$ cat config.mk
export PLATFORM = sky130hd
export DESIGN_NAME = sig_snoop_chan
export DESIGN_NICKNAME = d
export VERILOG_FILES = /design/src/rtl/sig_snoop_chan.sv
export SDC_FILE = /design/constraint.sdc
export NUM_CORES = 1
export LEC_CHECK = 0
export BUFFER_PORTS_ARGS = -buffer_cell sky130_fd_sc_hd__buf_2
export CAP_MARGIN = 5
export CORE_ASPECT_RATIO = 0.5
export CORE_UTILIZATION = 51
export DETAILED_ROUTE_END_ITERATION = 7
export PLACE_DENSITY = 0.85
export SYNTH_ARGS = -nofsm -noshare
export SYNTH_HDL_FRONTEND = slang
export SYNTH_SLANG_ARGS = --single-unit
$ cat constraint.sdc
create_clock -name clk -period 2.4 [get_ports clk]
set_input_delay 0.24 -clock clk [delete_from_list [all_inputs] [get_ports clk]]
set_output_delay 0.24 -clock clk [all_outputs]
set_load 0.05 [all_outputs]
$ cat src/rtl/sig_snoop_chan.sv
module sig_snoop_chan #(
  parameter int          AW        = 4,
  parameter int          TW        = 16,
  parameter int          CW        = 16,
  parameter logic [31:0] BASE_ADDR = 32'hFFFF_F000,
  parameter logic [63:0] POLY      = 64'h1B
) (
  input  logic          clk,
  input  logic          rst_n,
  input  logic          bus_sel,
  input  logic          bus_wr,
  input  logic [AW-1:0] bus_addr,
  input  logic [63:0]   bus_wdata,
  output logic [63:0]   bus_rdata,
  output logic          bus_err,
  input  logic          snp_rd,
  input  logic [31:0]   snp_addr,
  input  logic [63:0]   snp_data,
  input  logic          dbg_suspend,
  output logic          irq
);
  localparam int OWN_LSB = AW + 3;
  localparam logic [AW-1:0] IX_CTRL = AW'(0), IX_SIG = AW'(1), IX_PRE = AW'(2),
                            IX_STAT = AW'(3), IX_OFF = AW'(4), IX_TGT = AW'(5);

  function automatic logic [63:0] crc_step(input logic [63:0] c);
    logic [63:0] r;
    r = c;
    for (int i = 0; i < 64; i++) r = {r[62:0], 1'b0} ^ (r[63] ? POLY : 64'd0);
    return r;
  endfunction

  logic [1:0]    mode_q;
  logic          trace_q, swr_q, pwdn_q, armed_q;
  logic [63:0]   sig_q;
  logic [TW-1:0] pre_q, tcnt_q;
  logic [CW-1:0] tgt_q, wcnt_q;
  logic [2:0]    st_q, st_set, st_clr;
  logic [1:0]    code;

  wire wr    = bus_sel & bus_wr;
  wire rd    = bus_sel & ~bus_wr;
  wire legal = bus_addr <= IX_TGT;
  assign bus_err = bus_sel & ~legal & ~(dbg_suspend & ~bus_wr);

  wire snp_own  = snp_addr[31:OWN_LSB] == BASE_ADDR[31:OWN_LSB];
  wire snp_fire = trace_q & snp_rd & ~dbg_suspend & ~swr_q & (~pwdn_q | snp_own);
  wire sig_wr   = wr & (bus_addr == IX_SIG) & ~swr_q;
  wire seed_wr  = sig_wr & (mode_q == 2'd0);
  wire sw_fire  = sig_wr & (mode_q != 2'd0);
  wire cmp_fire = snp_fire | sw_fire;
  wire [63:0] cmp_data = sw_fire ? bus_wdata : snp_data;
  wire pre_wr   = wr & (bus_addr == IX_PRE);
  wire off_rd   = rd & (bus_addr == IX_OFF);
  wire done_hit = cmp_fire & (tgt_q != '0) & (wcnt_q == tgt_q - 1'b1);
  wire tmo_hit  = armed_q & ~dbg_suspend & ~swr_q & (tcnt_q == TW'(1)) & ~pre_wr & ~cmp_fire;

  assign code = st_q[0] ? 2'd1 : st_q[1] ? 2'd2 : st_q[2] ? 2'd3 : 2'd0;
  assign irq  = |st_q;
  assign st_set = {done_hit, cmp_fire & st_q[2], tmo_hit};
  assign st_clr = ((wr && bus_addr == IX_STAT) ? bus_wdata[2:0] : 3'b0)
                | ((off_rd && !dbg_suspend && code != 2'd0) ? 3'(1 << (code - 2'd1)) : 3'b0);

  always_comb begin
    bus_rdata = 64'd0;
    if (rd) begin
      case (bus_addr)
        IX_CTRL: bus_rdata = {57'd0, pwdn_q, swr_q, trace_q, 2'b00, mode_q};
        IX_SIG:  bus_rdata = sig_q;
        IX_PRE:  bus_rdata = 64'(pre_q);
        IX_STAT: bus_rdata = {61'd0, st_q};
        IX_OFF:  bus_rdata = {62'd0, code};
        IX_TGT:  bus_rdata = 64'(tgt_q);
        default: bus_rdata = 64'd0;
      endcase
    end
  end

  always_ff @(posedge clk or negedge rst_n) begin
    if (!rst_n) begin
      mode_q <= 2'd0; trace_q <= 1'b0; swr_q <= 1'b0; pwdn_q <= 1'b0;
    end else if (wr && bus_addr == IX_CTRL) begin
      trace_q <= bus_wdata[4];
      swr_q   <= bus_wdata[5];
      pwdn_q  <= bus_wdata[6];
      if (bus_wdata[4]) mode_q <= 2'd0;
      else if (swr_q && (mode_q == 2'd0 || bus_wdata[1:0] == 2'd0)) mode_q <= bus_wdata[1:0];
    end
  end

  always_ff @(posedge clk or negedge rst_n) begin
    if (!rst_n)        sig_q <= 64'd0;
    else if (swr_q)    sig_q <= 64'd0;
    else if (seed_wr)  sig_q <= bus_wdata;
    else if (cmp_fire) sig_q <= crc_step(sig_q) ^ cmp_data;
  end

  always_ff @(posedge clk or negedge rst_n) begin
    if (!rst_n) begin
      pre_q <= '0; tcnt_q <= '0; armed_q <= 1'b0; tgt_q <= '0; wcnt_q <= '0; st_q <= 3'b0;
    end else begin
      st_q <= (st_q & ~st_clr) | st_set;
      if (wr && bus_addr == IX_TGT) tgt_q <= bus_wdata[CW-1:0];
      if (swr_q) wcnt_q <= '0;
      else if (cmp_fire && tgt_q != '0) wcnt_q <= done_hit ? '0 : wcnt_q + 1'b1;
      if (pre_wr) begin
        pre_q   <= bus_wdata[TW-1:0];
        tcnt_q  <= bus_wdata[TW-1:0];
        armed_q <= bus_wdata[TW-1:0] != '0;
      end else if (cmp_fire) begin
        tcnt_q  <= pre_q;
        armed_q <= pre_q != '0;
      end else if (armed_q && !dbg_suspend && !swr_q) begin
        tcnt_q <= tcnt_q - 1'b1;
        if (tcnt_q == TW'(1)) armed_q <= 1'b0;
      end
    end
  end

  p_sig_flush_r4: assert property (@(posedge clk) disable iff (!rst_n)
    swr_q |=> sig_q == 64'd0);
  p_trace_mode_r3: assert property (@(posedge clk) disable iff (!rst_n)
    $rose(trace_q) |-> mode_q == 2'd0);
  p_susp_sig_r9: assert property (@(posedge clk) disable iff (!rst_n)
    (dbg_suspend && !wr && !swr_q) |=> $stable(sig_q));
  p_susp_tmo_r10: assert property (@(posedge clk) disable iff (!rst_n)
    (dbg_suspend && !wr) |=> $stable(tcnt_q));
  p_susp_keep_r8: assert property (@(posedge clk) disable iff (!rst_n)
    (off_rd && dbg_suspend) |=> (($past(st_q) & ~st_q) == 3'b0));
  p_susp_noerr_r12: assert property (@(posedge clk) disable iff (!rst_n)
    (dbg_suspend && bus_sel && !bus_wr) |-> !bus_err);
endmodule

==> metrics.csv <==
stage,metric,value,unit
floorplan,initial core utilization,52.5,%
timing,fin crit period,2.50,ns
floorplan,die width,209,µm
logic_synthesis,top post-synthesis cells by area,"dfrtp_1 31%, xnor2_1 14%, xor2_1 11%",
power_and_ir_drop,Cell Pwr Density,733,nW/µm²
global_routing,Total GRT Usage,28.8,%
timing,"Hold Vio Cnt, Final",0,
power_and_ir_drop,overall power,9.73,mW
cts,Num CTS Buffers,17,
timing,Final Skew,0.0107,ns
layout,final instance count without filler cells,1846,
layout,share of layout cells above drive strength 1,23.9,%
layout,Final Util,63.9,%
place,Port Buffers,228,
logic_synthesis,Compound-Gate Fraction of Synth Area,15.2,%
worst_hold_path,hold depth,3,
floorplan,# rows,37,
timing,"Setup violations, final",16,
power_and_ir_drop,leak pwr,6.09,nW
place,post-DP HPWL,22900,µm
logic_synthesis,synthesized cell area,10900,µm²
route,Iteration-0 DRC Markers,1041,
timing,RSZ-0062 raised after global routing,yes,
critical_path,CP Max Fanout,14,
route,TritonRoute pass-1 iters,8,
critical_path,startpoint types,flop,
layout,register area,3430,µm²
timing,Slew @ Worst Pin,0.666,ns
status,outcome,"finished, violations left",
place,dpl cell area,12600,µm²
worst_hold_path,Hold Path Class,input pin to flop,
logic_synthesis,Gate Count Post-Synth,1340,
logic_synthesis,Post-Synth Simple-Gate Area,21.3,%
floorplan,die outline height,105,µm
flow_run,max cap viols,0,
critical_path,R2R setup slack,-0.10,ns
cts,Max H-tree Level,4,
timing,Max Freq,399,MHz
logic_synthesis,#FFs+latches synth,137,
route,Via Count,10500,
logic_synthesis,XOR/XNOR Fraction of Synth Area,25.6,%
route,WL/cell,17.0,µm
logic_synthesis,syn nets,1514,
status,failing checks,negative setup slack,
critical_path,CP Capture Type,flop,
timing,final worst slack,-0.103,ns
route,WL final,31400,µm
logic_synthesis,Synth area leader,dfrtp_1,
layout,fin nets,1735,
global_routing,global-route wire length before repair,51100,µm
cts,clk sink count,137,
global_routing,gr ovfl total,0,
route,vias per cell,5.70,
layout,Area growth syn-to-layout,21.8,%
critical_path,CP arrival,2.80,ns
critical_path,WP data required,2.69,ns
place,RePlAce Congestion,0.973,
logic_synthesis,Yosys warnings,0,
logic_synthesis,post-synthesis mux area share,2.01,%
layout,multi-input logic area,7090,µm²
logic_synthesis,ys async rst share,100,%
critical_path,Reg2Reg Depth,8,
timing,"Slew Viols, Final",0,
layout,Final Instance Area,13300,µm²
logic_synthesis,number of flops mapped to enable cells by yosys,0,
logic_synthesis,Avg Inst Size Synth,8.13,µm²
logic_synthesis,Cell variety after synth,68,
floorplan,die area,22000,µm²
cts,Clock Latency Late Sink,0.41,ns
logic_synthesis,Main synth FF type,dfrtp_1,
cts,clock root buffer,clkbuf_16,
timing,Rel. slew slack,55.6,%
layout,Fillers,1657,
global_routing,vias in the first global route,9993,
route,antenna-violating nets left,0,
place,placed cells,1810,
floorplan,number of top-level pins,236,
cts,clk slew on worst S/H paths,0.06,ns
logic_synthesis,post-synthesis sequential area ratio,31.5,%
layout,Ant. Diodes,0,
cts,CTS tree,yes,
global_routing,maximum number of pins on one net before global-route repair,124,
cts,Bufs on Longest Clock Path,2,
global_routing,initial antenna violation count,0,
critical_path,worst setup path class,flop to flop,
floorplan,area of the core,20700,µm²
logic_synthesis,Synth top area share,31.5,%
place,Worst Setup Slack post-DPL,-0.375,ns
power_and_ir_drop,Max rail drop VDD,0.000487,V
timing,Final Cycle Share,104,%
logic_synthesis,largest family of logic cells by synthesized area,XOR/XNOR gates,
route,DRC,0,
logic_synthesis,Adder-Cell Fraction of Synth Area,0.460,%
## power breakdown
group | internal (mW) | switching [mW]
registers | 2.65 | 0.488
clock network | 1.64 | 1.07
logic | 1.76 | 2.11
total | 6.05 | 3.68
## state kept, by name, summed over array words and instances, names as in the netlist, 2 cells and up
signal,count
wcnt_q,16
sig_q,64
st_q,3
tgt_q,16
mode_q,2
tcnt_q,16
pre_q,16
## metrics by stage
stage | TNS (ns) | hold slack, ns
floorplan | -0.712 | -0.0556
global placement | -3.15 | 0.267
detailed placement | -3.37 | 0.268
CTS | -0.873 | 0.125
global route | -2.92 | 0.130
finish | -1.37 | 0.139
## cell families after synthesis
group           after synthesis
compound gates              284
xor+xnor                    318
fa+ha+maj                     4
buf+inv                     102
flops                       137
mux                          20
simple gates                475
## cell type report
class,count,share of cell area (%)
repair buffers,292,13.2
multi-input cells,1101,53.5
flip-flops and latches,137,25.8
clock buffers,17,3.21
inverters,12,0.340
clock inverters,14,1.32
well taps,273,2.58
## metal layers
layer / global-route usage [%] / part of all wire [%] / vias to the layer above
met5: 0 / 0 / -
met4: 10.2 / 2.6 / 0
met3: 4.89 / 7.6 / 74
met2: 46.8 / 47 / 469
met1: 38.8 / 43 / 4986
li1: - / - / 4990
## worst max-delay path, cell delays in order, from the launching register on
cell and delay, ns:
dfrtp_1 0.38, or4_4 0.61, nor4_4 0.30, o21ai_1 0.10, nor3b_2 0.18, a2111oi_4 0.33
a41o_2 0.27, buf_12 0.16, nor2_1 0.06
## worst paths after layout
kind                                                to            startpoint
worst max-delay path             wcnt_q[3]$_DFFE_PN0P_  tgt_q[5]$_DFFE_PN0P_
worst min-delay path             pre_q[11]$_DFFE_PN0P_         bus_wdata[11]
worst max register to register   wcnt_q[3]$_DFFE_PN0P_  tgt_q[5]$_DFFE_PN0P_
worst min register to register    pre_q[0]$_DFFE_PN0P_  pre_q[0]$_DFFE_PN0P_
max in group asynchronous        sig_q[34]$_DFFE_PN0P_                 rst_n
min in group asynchronous       tcnt_q[12]$_DFFE_PN0P_                 rst_n
## what timing repair did
item | CTS | global route
endpoints found under the setup margin | 17 | 70
buffers inserted | 3 | 1
hold endpoints to repair | 58 | 0
hold buffers | 1 | 0
gates resized for setup | 2 | 7
pin swaps | 5 | 1
## synth_stat cells (all sizes together), types with 2 or more instances
cell / number
nor2: 197
a21oi: 190
xnor2: 175
xor2: 143
dfrtp: 137
nand2: 102
clkbuf: 78
and2: 52
o21ai: 22
nor4: 20
nand3: 19
a31oi: 17
nand4: 16
nor3: 16
mux2: 15
o211ai: 15
buf: 12
inv: 12
a222oi: 10
nand2b: 10
and3: 8
nand3b: 6
nor3b: 6
a22oi: 5
mux2i: 5
or3: 5
ha: 4
or4: 4
a21o: 3
a221oi: 3
nor2b: 3
or4b: 3
a211oi: 2
a31o: 2
and4bb: 2
nand4bb: 2
o22ai: 2
## cell usage in the layout, fill, tap and decap left out, drive strengths merged, types with 8 or more instances in the layout
| cell type | n |
|---|---|
| buf | 291 |
| nor2 | 197 |
| a21oi | 190 |
| xnor2 | 175 |
| xor2 | 143 |
| dfrtp | 137 |
| nand2 | 102 |
| and2 | 52 |
| o21ai | 22 |
| nor4 | 20 |
| nand3 | 19 |
| a31oi | 17 |
| clkbuf | 17 |
| nand4 | 16 |
| nor3 | 16 |
| mux2 | 15 |
| o211ai | 15 |
| inv | 14 |
| a222oi | 10 |
| nand2b | 10 |
| and3 | 8 |
No activity file was read; power rests on OpenSTA's default activity.
